$ cat src/rtl/npc_pkg.sv
// Shared encodings for the next-PC unit.
// Assumes branch kinds are decoded upstream into a 2-bit selector.
package npc_pkg;
    typedef enum logic [1:0] {
        BK_EQ  = 2'd0,
        BK_NE  = 2'd1,
        BK_EZ  = 2'd2,
        BK_LTZ = 2'd3
    } br_kind_e;

    typedef enum logic [1:0] {
        PS_SEQ  = 2'd0,
        PS_NOW  = 2'd1,
        PS_PEND = 2'd2
    } pc_src_e;
endpackage

$ cat src/rtl/npc_cond.sv
// Branch condition evaluation.
// Reduces the decode-stage comparison flags to a single taken bit.
// Assumes the comparison flags are valid whenever br_valid is high.
module npc_cond
    import npc_pkg::*;
(
    input  logic       br_valid,
    input  logic [1:0] kind,
    input  logic       cmp_eq,
    input  logic       cmp_zero,
    input  logic       cmp_neg,
    output logic       taken
);
    logic cond;

    // select the comparison named by the branch kind
    always_comb begin
        unique case (br_kind_e'(kind))
            BK_EQ:   cond = cmp_eq;
            BK_NE:   cond = !cmp_eq;
            BK_EZ:   cond = cmp_zero;
            BK_LTZ:  cond = cmp_neg;
            default: cond = 1'b0;
        endcase
    end

    assign taken = br_valid && cond;
endmodule

$ cat src/rtl/npc_target.sv
// Sequential and redirect address computation.
// The base for both branch and jump targets is the PC of the delay-slot
// instruction, which is the instruction in fetch. Offsets are in words and
// signed. Assumes ADDR_W exceeds both offset widths by more than two.
module npc_target #(
    parameter int ADDR_W = 32,
    parameter int BOFF_W = 16,
    parameter int JOFF_W = 26
) (
    input  logic [ADDR_W-1:0] pc,
    input  logic              use_jump,
    input  logic [BOFF_W-1:0] boff,
    input  logic [JOFF_W-1:0] joff,
    output logic [ADDR_W-1:0] seq,
    output logic [ADDR_W-1:0] tgt
);
    localparam int BEXT = ADDR_W - BOFF_W - 2;
    localparam int JEXT = ADDR_W - JOFF_W - 2;

    logic [ADDR_W-1:0] bdisp;
    logic [ADDR_W-1:0] jdisp;

    // sign-extend and scale each offset to a byte displacement
    always_comb begin
        bdisp = {{BEXT{boff[BOFF_W-1]}}, boff, 2'b00};
        jdisp = {{JEXT{joff[JOFF_W-1]}}, joff, 2'b00};
    end

    assign seq = pc + ADDR_W'(4);
    assign tgt = pc + (use_jump ? jdisp : bdisp);
endmodule

$ cat src/rtl/npc_hold.sv
// Remembers a redirect that arrives while fetch is stalled.
// Clears on the first unstalled cycle, when the PC consumes it.
module npc_hold #(
    parameter int ADDR_W = 32
) (
    input  logic              clk,
    input  logic              rst_n,
    input  logic              stall,
    input  logic              redirect,
    input  logic [ADDR_W-1:0] tgt,
    output logic              pend_vld,
    output logic [ADDR_W-1:0] pend_tgt
);
    // capture a stalled redirect, drop it once the stall ends
    always_ff @(posedge clk) begin
        if (!rst_n) begin
            pend_vld <= 1'b0;
            pend_tgt <= '0;
        end else if (stall && redirect) begin
            pend_vld <= 1'b1;
            pend_tgt <= tgt;
        end else if (!stall) begin
            pend_vld <= 1'b0;
        end
    end
endmodule

$ cat src/rtl/npc_unit.sv
// Next-PC unit for a decode-resolved pipeline with one delay slot.
// Picks the sequential, live-redirect or remembered-redirect address and
// loads it into the PC unless a hazard stall or cache miss freezes fetch.
// A jump takes precedence over a simultaneous branch.
module npc_unit
    import npc_pkg::*;
#(
    parameter int              ADDR_W   = 32,
    parameter int              BOFF_W   = 16,
    parameter int              JOFF_W   = 26,
    parameter logic [ADDR_W-1:0] RESET_PC = '0
) (
    input  logic              clk,
    input  logic              rst_n,
    input  logic              dec_branch,
    input  logic              dec_jump,
    input  logic [1:0]        br_kind,
    input  logic              cmp_eq,
    input  logic              cmp_zero,
    input  logic              cmp_neg,
    input  logic [BOFF_W-1:0] dec_imm16,
    input  logic [JOFF_W-1:0] dec_imm26,
    input  logic              hz_stall,
    input  logic              ic_miss,
    output logic [ADDR_W-1:0] pc_q,
    output logic [ADDR_W-1:0] fetch_addr
);
    logic              br_taken;
    logic              redirect;
    logic              stall;
    logic [ADDR_W-1:0] seq_pc;
    logic [ADDR_W-1:0] tgt_pc;
    logic              pend_vld;
    logic [ADDR_W-1:0] pend_tgt;
    pc_src_e           src;
    logic [ADDR_W-1:0] pc_d;

    npc_cond u_cond (
        .br_valid (dec_branch),
        .kind     (br_kind),
        .cmp_eq   (cmp_eq),
        .cmp_zero (cmp_zero),
        .cmp_neg  (cmp_neg),
        .taken    (br_taken)
    );

    npc_target #(
        .ADDR_W (ADDR_W),
        .BOFF_W (BOFF_W),
        .JOFF_W (JOFF_W)
    ) u_tgt (
        .pc       (pc_q),
        .use_jump (dec_jump),
        .boff     (dec_imm16),
        .joff     (dec_imm26),
        .seq      (seq_pc),
        .tgt      (tgt_pc)
    );

    assign redirect = dec_jump || br_taken;
    assign stall    = hz_stall || ic_miss;

    npc_hold #(
        .ADDR_W (ADDR_W)
    ) u_hold (
        .clk      (clk),
        .rst_n    (rst_n),
        .stall    (stall),
        .redirect (redirect),
        .tgt      (tgt_pc),
        .pend_vld (pend_vld),
        .pend_tgt (pend_tgt)
    );

    // choose the source of the next PC
    always_comb begin
        if (redirect)      src = PS_NOW;
        else if (pend_vld) src = PS_PEND;
        else               src = PS_SEQ;
        unique case (src)
            PS_NOW:  pc_d = tgt_pc;
            PS_PEND: pc_d = pend_tgt;
            default: pc_d = seq_pc;
        endcase
    end

    // PC register, write-enabled only when fetch is not frozen
    always_ff @(posedge clk) begin
        if (!rst_n)      pc_q <= RESET_PC;
        else if (!stall) pc_q <= pc_d;
    end

    assign fetch_addr = pc_q;
endmodule

$ cat config.mk
export PLATFORM = sky130hd
export DESIGN_NAME = npc_unit
export DESIGN_NICKNAME = d
export VERILOG_FILES = /design/src/rtl/npc_pkg.sv /design/src/rtl/npc_cond.sv /design/src/rtl/npc_target.sv /design/src/rtl/npc_hold.sv /design/src/rtl/npc_unit.sv
export SDC_FILE = /design/constraint.sdc
export NUM_CORES = 1
export LEC_CHECK = 0
export ABC_AREA = 1
export BUFFER_PORTS_ARGS = -buffer_cell sky130_fd_sc_hd__buf_2
export CELL_PAD_IN_SITES_DETAIL_PLACEMENT = 0
export CELL_PAD_IN_SITES_GLOBAL_PLACEMENT = 2
export CORE_ASPECT_RATIO = 1.2
export CORE_MARGIN = 1.5
export CORE_UTILIZATION = 26
export DETAILED_ROUTE_END_ITERATION = 10
export PLACE_DENSITY_LB_ADDON = 0.05
export SLEW_MARGIN = 20
export SYNTH_ARGS = -nofsm -noshare
export SYNTH_HDL_FRONTEND = slang
export SYNTH_SLANG_ARGS = --single-unit
$ cat constraint.sdc
create_clock -name clk -period 3.02 [get_ports clk]
set_input_delay 0.604 -clock clk [delete_from_list [all_inputs] [get_ports clk]]
set_output_delay 0.604 -clock clk [all_outputs]
set_load 0.01 [all_outputs]
==> flow_summary.toml, run 1 <==
[clock_tree]
insertion_delay_ps = 340
cts_setup_buffers = 0
clock-sinks = 65
numCtsBuffers = 9
cts_root_buffer = "clkbuf_16"
holdBufCountCts = 0
clk_path_buf_depth = 2
clk_pin_slew_worst_paths_ps = 60
cts_resized = 0
htreeDepth = 3
cts_tree = "yes"

[pwr]
power_density_mw_per_mm2 = 420
power.total_mw = 3.25
p_seq_share_pct = 32.0
p_int_mw = 2.01
power.switching_mw = 1.25
power.leakage_nw = 4.24
pwr-share-comb_pct = 34.3
swShare_pct = 38.3
ir_worst_vdd_v = 0.000270
pwr-share-clk_pct = 33.7

[yosys]
synth_flop_cell = "dfxtp_1"
syn_area_per_cell_um2 = 5.52
synth_edf_count = 0
yosysSeqAreaShare_pct = 19.9
async_flop_share_pct = 0
synth_nets = 1269
netlist_area_mm2 = 0.00655
yosysUniqueCellTypes = 34
netlist_instances = 1185
yosys_warnings = 0
ys_ff_latch = 65

[routing]
postRouteAntennaNets = 0
wl_per_cell_um = 16.9
vias_per_cell = 4.46
dr.pass1.iters = 5
vias = 7207
drt-total-wl_um = 27300
drt_iter0_markers = 386
drc = 0

[min_path]
whs_endpoint = "u_hold.pend_tgt[10]"
min_from = "u_hold.pend_tgt[10]"
hold_path.class = "register to register"
hold_path_depth = 2

[layout]
n_fill_cell = 2984
fin_nets = 1370
drive_gt1_share_pct = 15.8
num_antenna_cells = 0
synthToLayoutAreaGrowth_pct = 18.3
final_common_cell = "nand2_1"
final_cell_mix = "449 x nand2_1, 147 x inv_1, 147 x nor2_1"

[critical_path]
endpoint_kind = "register"
r2r-end = "fetch_addr[8]"
critPathMostFrequentCell = "nand2_1"
critPathKind = "input pin to register"
rr_startpoint = "fetch_addr[2]"
crit_arrival_ps = 2780
crit_required_ps = 3260
ff2ff_setup_slack_ps = 480
worst-path-max-fanout = 24
crit_slowest_cell = "ha_1"
worstSetupStartpointType = "input pin"
r2r_cells = 13
path_cells = "buf_2 > buf_4 > nand2_1 > nand2_1 > ha_1 > nand2_1 > inv_1 > a21oi_1 > nand2_1 > nand2_1 > nand2_1 > xor2_1 > buf_4 > o21ai_0 > inv_1"
critical-path-max-stage-delay_ps = 280

[floorplan]
core_mm2 = 0.0248
chipHeight_um = 177
start_util_pct = 26.4
die_w_um = 148
dieArea_mm2 = 0.0261
io-pin-count = 117
rows = 63

[sta]
fin_crit_sh_pct = 84.3
final_max_slew_viol_count = 0
rsz0062_at_grt = "false"
clock_skew_ps = 7.97
setup_tns_ps = 0
layout_setup_ws_ps = 476
setup_viol = 0
slew_headroom_pct = 50.8
finalCriticalPeriod_ps = 2540
hold_viol_final = 0
fmax_mhz = 393
tightestPinTransition_ps = 738

[place]
port_buffers = 116
post-place-ws_ps = 89.2
place.gp.congestion = 0.891
hpwl_um = 22600

[grt]
grt_pass1_wl_um = 40900
grt_max_degree = 41
overflow = 0
grt_usage_pct = 21.0
first_global_vias = 6833
antenna_found_initial = 0

[outcome]
outcome = "completed"

[flow_run]
max_cap_viol_count = 0
## worst max-delay path, delay by kind of cell
| kind | cells | cell delay [ps] |
|---|---|---|
| buffers and inverters | 5 | 650 |
| xor gates and xnor gates | 1 | 180 |
| and+or+nand+nor | 6 | 670 |
| adders and majority gates | 1 | 280 |
| AOI/OAI and AO/OA | 2 | 390 |
## how the worst max path moves through the flow
| stage | from | end | slack (ps) | cells past startpoint |
|---|---|---|---|---|
| CTS | fetch_addr[2] | fetch_addr[10] | 430 | 13 |
| floorplan | dec_jump | u_hold.pend_tgt[12] | 170 | 15 |
| global route | dec_jump | u_hold.pend_tgt[23] | 190 | 17 |
| detailed placement | dec_jump | u_hold.pend_tgt[19] | 90 | 16 |
| global placement | dec_jump | u_hold.pend_tgt[17] | 60 | 15 |
| finish | dec_jump | u_hold.pend_tgt[17] | 480 | 15 |
## state kept, by name, summed over array words and instances, names as in the netlist
register and flops:
fetch_addr 32, u_hold.pend_tgt 32, u_hold.pend_vld 1
## synthesized netlist by cell type, types with 3 or more instances
cell | instances | share of area, %
buf_6 | 4 | 0.69
nand3_1 | 60 | 4.6
nand3b_1 | 12 | 1.4
nor3_1 | 8 | 0.61
ha_1 | 30 | 5.7
buf_4 | 40 | 4.6
a21oi_1 | 70 | 5.4
or2_2 | 7 | 0.67
a31oi_1 | 6 | 0.57
inv_2 | 4 | 0.23
nand4_1 | 17 | 1.6
a211oi_2 | 3 | 0.57
clkbuf_1 | 17 | 0.97
o21ai_0 | 46 | 3.5
nor2_4 | 3 | 0.52
nor2_1 | 148 | 8.5
nor2_2 | 4 | 0.38
dfxtp_1 | 65 | 20
buf_2 | 7 | 0.54
nand2_1 | 449 | 26
xor2_1 | 16 | 2.1
xnor2_1 | 5 | 0.67
inv_1 | 147 | 8.4
o21bai_1 | 3 | 0.34
## metrics by stage
stage | utilization (%) | instance area [um2] | std cells | hold WS, ps
6_report | 31.3 | 7740 | 1616 | 460
5_1_grt | 31.3 | 7740 | 1616 | 494
4_1_cts | 31.3 | 7740 | 1616 | 464
3_5_place_dp | 30.1 | 7440 | 1600 | 455
3_3_place_gp | 30.1 | 7440 | 1600 | 450
2_1_floorplan | - | 6550 | 1185 | 440
## logic make-up after synthesis
kind of cell,Yosys count,share of synthesized area [%]
DFF,65,19.9
buffers and inverters,220,15.5
xor gates and xnor gates,21,2.81
adders and majority gates,31,6.04
AOI/OAI and AO/OA,132,10.8
and+or+nand+nor,716,45.0
## layer usage
metal  global-route usage (%)  routed length, um  vias to the layer above
li1                         -                  -                     3859
met1                     30.5              14000                     3156
met2                     32.7              11800                      165
met3                     1.19                735                       27
met4                     7.22                738                        0
met5                        0                  0                        -
## layout make-up
cell class / count / area [um2] / area share, %
Clock buffer: 10 / 239 / 3.09
Clock inverter: 6 / 66.3 / 0.856
Inverter: 151 / 567 / 7.32
Multi-Input combinational cell: 900 / 4240 / 54.7
Sequential cell: 65 / 1300 / 16.8
Tap cell: 325 / 407 / 5.25
Timing Repair Buffer: 159 / 928 / 12.0
## power groups by stage
stage	registers [mW]	logic, mW	clock network, mW
final	1.04	1.11	1.10
after global routing	1.05	1.25	1.15
after CTS	1.04	1.13	1.11
after detailed placement	1.06	1.12	0
after global placement	1.06	1.13	0
after floorplan	1.03	0.722	0
(Power assumes the default switching activity.)
==> inputs of run 2 (changes only) <==
clock period = 2.2 ns   (was 3.02 ns; I/O delays follow)
==> run 2 against run 1 <==
Net effect:
- hold slack got worse by 50 ps
- core utilization rose by 6.4 points
- clock skew is 1.1 ps lower
- cell count increased by 5.8%
- sequential cell count did not move
==> flow_summary.toml, run 2 (synthesis gave the netlist of run 1 again) <==
[sta]
fin_crit_sh_pct = 95.8
clock_skew_ps = 6.86
setup_viol = 0
final_max_slew_viol_count = 0
hold_viol_final = 0
tightestPinTransition_ps = 417
layout_setup_ws_ps = 93.1
finalCriticalPeriod_ps = 2110
slew_headroom_pct = 72.2
fmax_mhz = 475

[grt]
antenna_found_initial = 0
grt_max_degree = 40
grt_pass1_wl_um = 42800
overflow = 0
grt_usage_pct = 21.8
first_global_vias = 7351

[pwr]
swShare_pct = 36.6
pwr-share-clk_pct = 32.0
pwr-share-comb_pct = 40.3
p_int_mw = 3.20
power.leakage_nw = 4.86
power.switching_mw = 1.85
p_seq_share_pct = 27.7
ir_worst_vdd_v = 0.000396
power_density_mw_per_mm2 = 542

[clock_tree]
numCtsBuffers = 9
cts_root_buffer = "clkbuf_16"
clock-sinks = 65
htreeDepth = 3
cts_tree = "yes"
clk_pin_slew_worst_paths_ps = 60
insertion_delay_ps = 350
clk_path_buf_depth = 2

[place]
post-place-ws_ps = -468
place.gp.congestion = 0.833
hpwl_um = 23200
port_buffers = 116

[critical_path]
worst-path-max-fanout = 6
worstSetupStartpointType = "input pin"
endpoint_kind = "register"
critPathKind = "input pin to register"
crit_required_ps = 2480
crit_arrival_ps = 2390

[min_path]
hold_path.class = "input pin to register"

[layout]
final_common_cell = "nand2_1"
final_util_pct = 37.7
num_antenna_cells = 0
synthToLayoutAreaGrowth_pct = 42.4
drive_gt1_share_pct = 31.4
final_cell_mix = "397 x nand2_1, 143 x inv_1, 129 x buf_4"
fin_nets = 1464

[routing]
vias = 7558
wl_per_cell_um = 16.4
vias_per_cell = 4.42
drc = 0
drt_iter0_markers = 325
postRouteAntennaNets = 0
drt-total-wl_um = 28100
dr.pass1.iters = 4

[flow_run]
max_cap_viol_count = 0

[floorplan]
start_util_pct = 26.4
io-pin-count = 117
rows = 63
die_w_um = 148
core_mm2 = 0.0248
dieArea_mm2 = 0.0261
chipHeight_um = 177

[outcome]
outcome = "completed"
-- run 2: changes by cell type in the layout (fill, tap and decap cells not counted), sizes merged --
cell	before	now
clkbuf	10	11
clkinv	4	2
bufinv	1	2
buf	159	253
inv	152	151
clkinvlp	0	1
-- run 2: worst paths after layout --
path	start	endpoint	depth (start not counted)	slack [ps]
setup / recovery	dec_jump	fetch_addr[16]	18	90
hold / removal	rst_n	fetch_addr[31]	3	410
setup reg to reg	fetch_addr[3]	fetch_addr[16]	12	100
hold reg to reg	u_hold.pend_tgt[5]	u_hold.pend_tgt[5]	2	460
-- run 2: power by group through the flow --
stage	clock network, mW	registers [mW]	logic [mW]
6_report	1.62	1.40	2.04
4_1_cts	1.65	1.39	1.91
3_3_place_gp	0	1.42	1.90
2_1_floorplan	0	1.42	1.11
5_1_grt	1.69	1.41	2.27
3_5_place_dp	0	1.42	1.90
-- run 2: per-stage QoR --
step	area [um2]	total power, mW	cells	setup TNS (ps)	hold slack, ps
finish	9320	5.06	1710	0	411
global route	9320	5.37	1710	-9.83	428
CTS	8860	4.96	1707	-0.690	402
detailed placement	8480	3.31	1689	-16720	452
global placement	8480	3.31	1689	-15910	448
floorplan	6910	2.54	1185	-2430	439
-- run 2: final cells by class --
class                      instances  area [um2]
multi-input combinational        900        5020
timing repair buffer             253        1690
fill                            2855       15400
inverter                         151         572
tap                              325         407
clock buffer                      11         253
clock inverter                     5        77.6
sequential                        65        1300
-- run 2: what timing repair did --
item                       4_1_cts  5_1_grt
setup endpoints to repair       15       44
buffers inserted                 2        3
hold buffers                     0        0
pin swaps                        2       19
hold endpoints to repair         0        0
resized for setup                5       92
-- run 2: critical path, stage by stage --
cell	delay, ps
buf_6	110
inv_6	70
buf_6	130
nand2_4	50
nand2_4	70
ha_4	140
inv_2	40
fa_2	350
inv_2	80
nand3_2	80
nand3_4	110
nand2_2	80
nand2_4	100
nand2_2	60
nand2_2	80
xor2_2	150
nand2_1	80
a21oi_2	140
-- run 2: per-layer routing --
metal / track usage (%) / up-vias / share of wire, %
met5: 0 / - / 0
met4: 4.99 / 0 / 0.96
met3: 1.52 / 13 / 2.4
met2: 35.2 / 121 / 45
met1: 31.5 / 3376 / 52
li1: - / 4048 / -
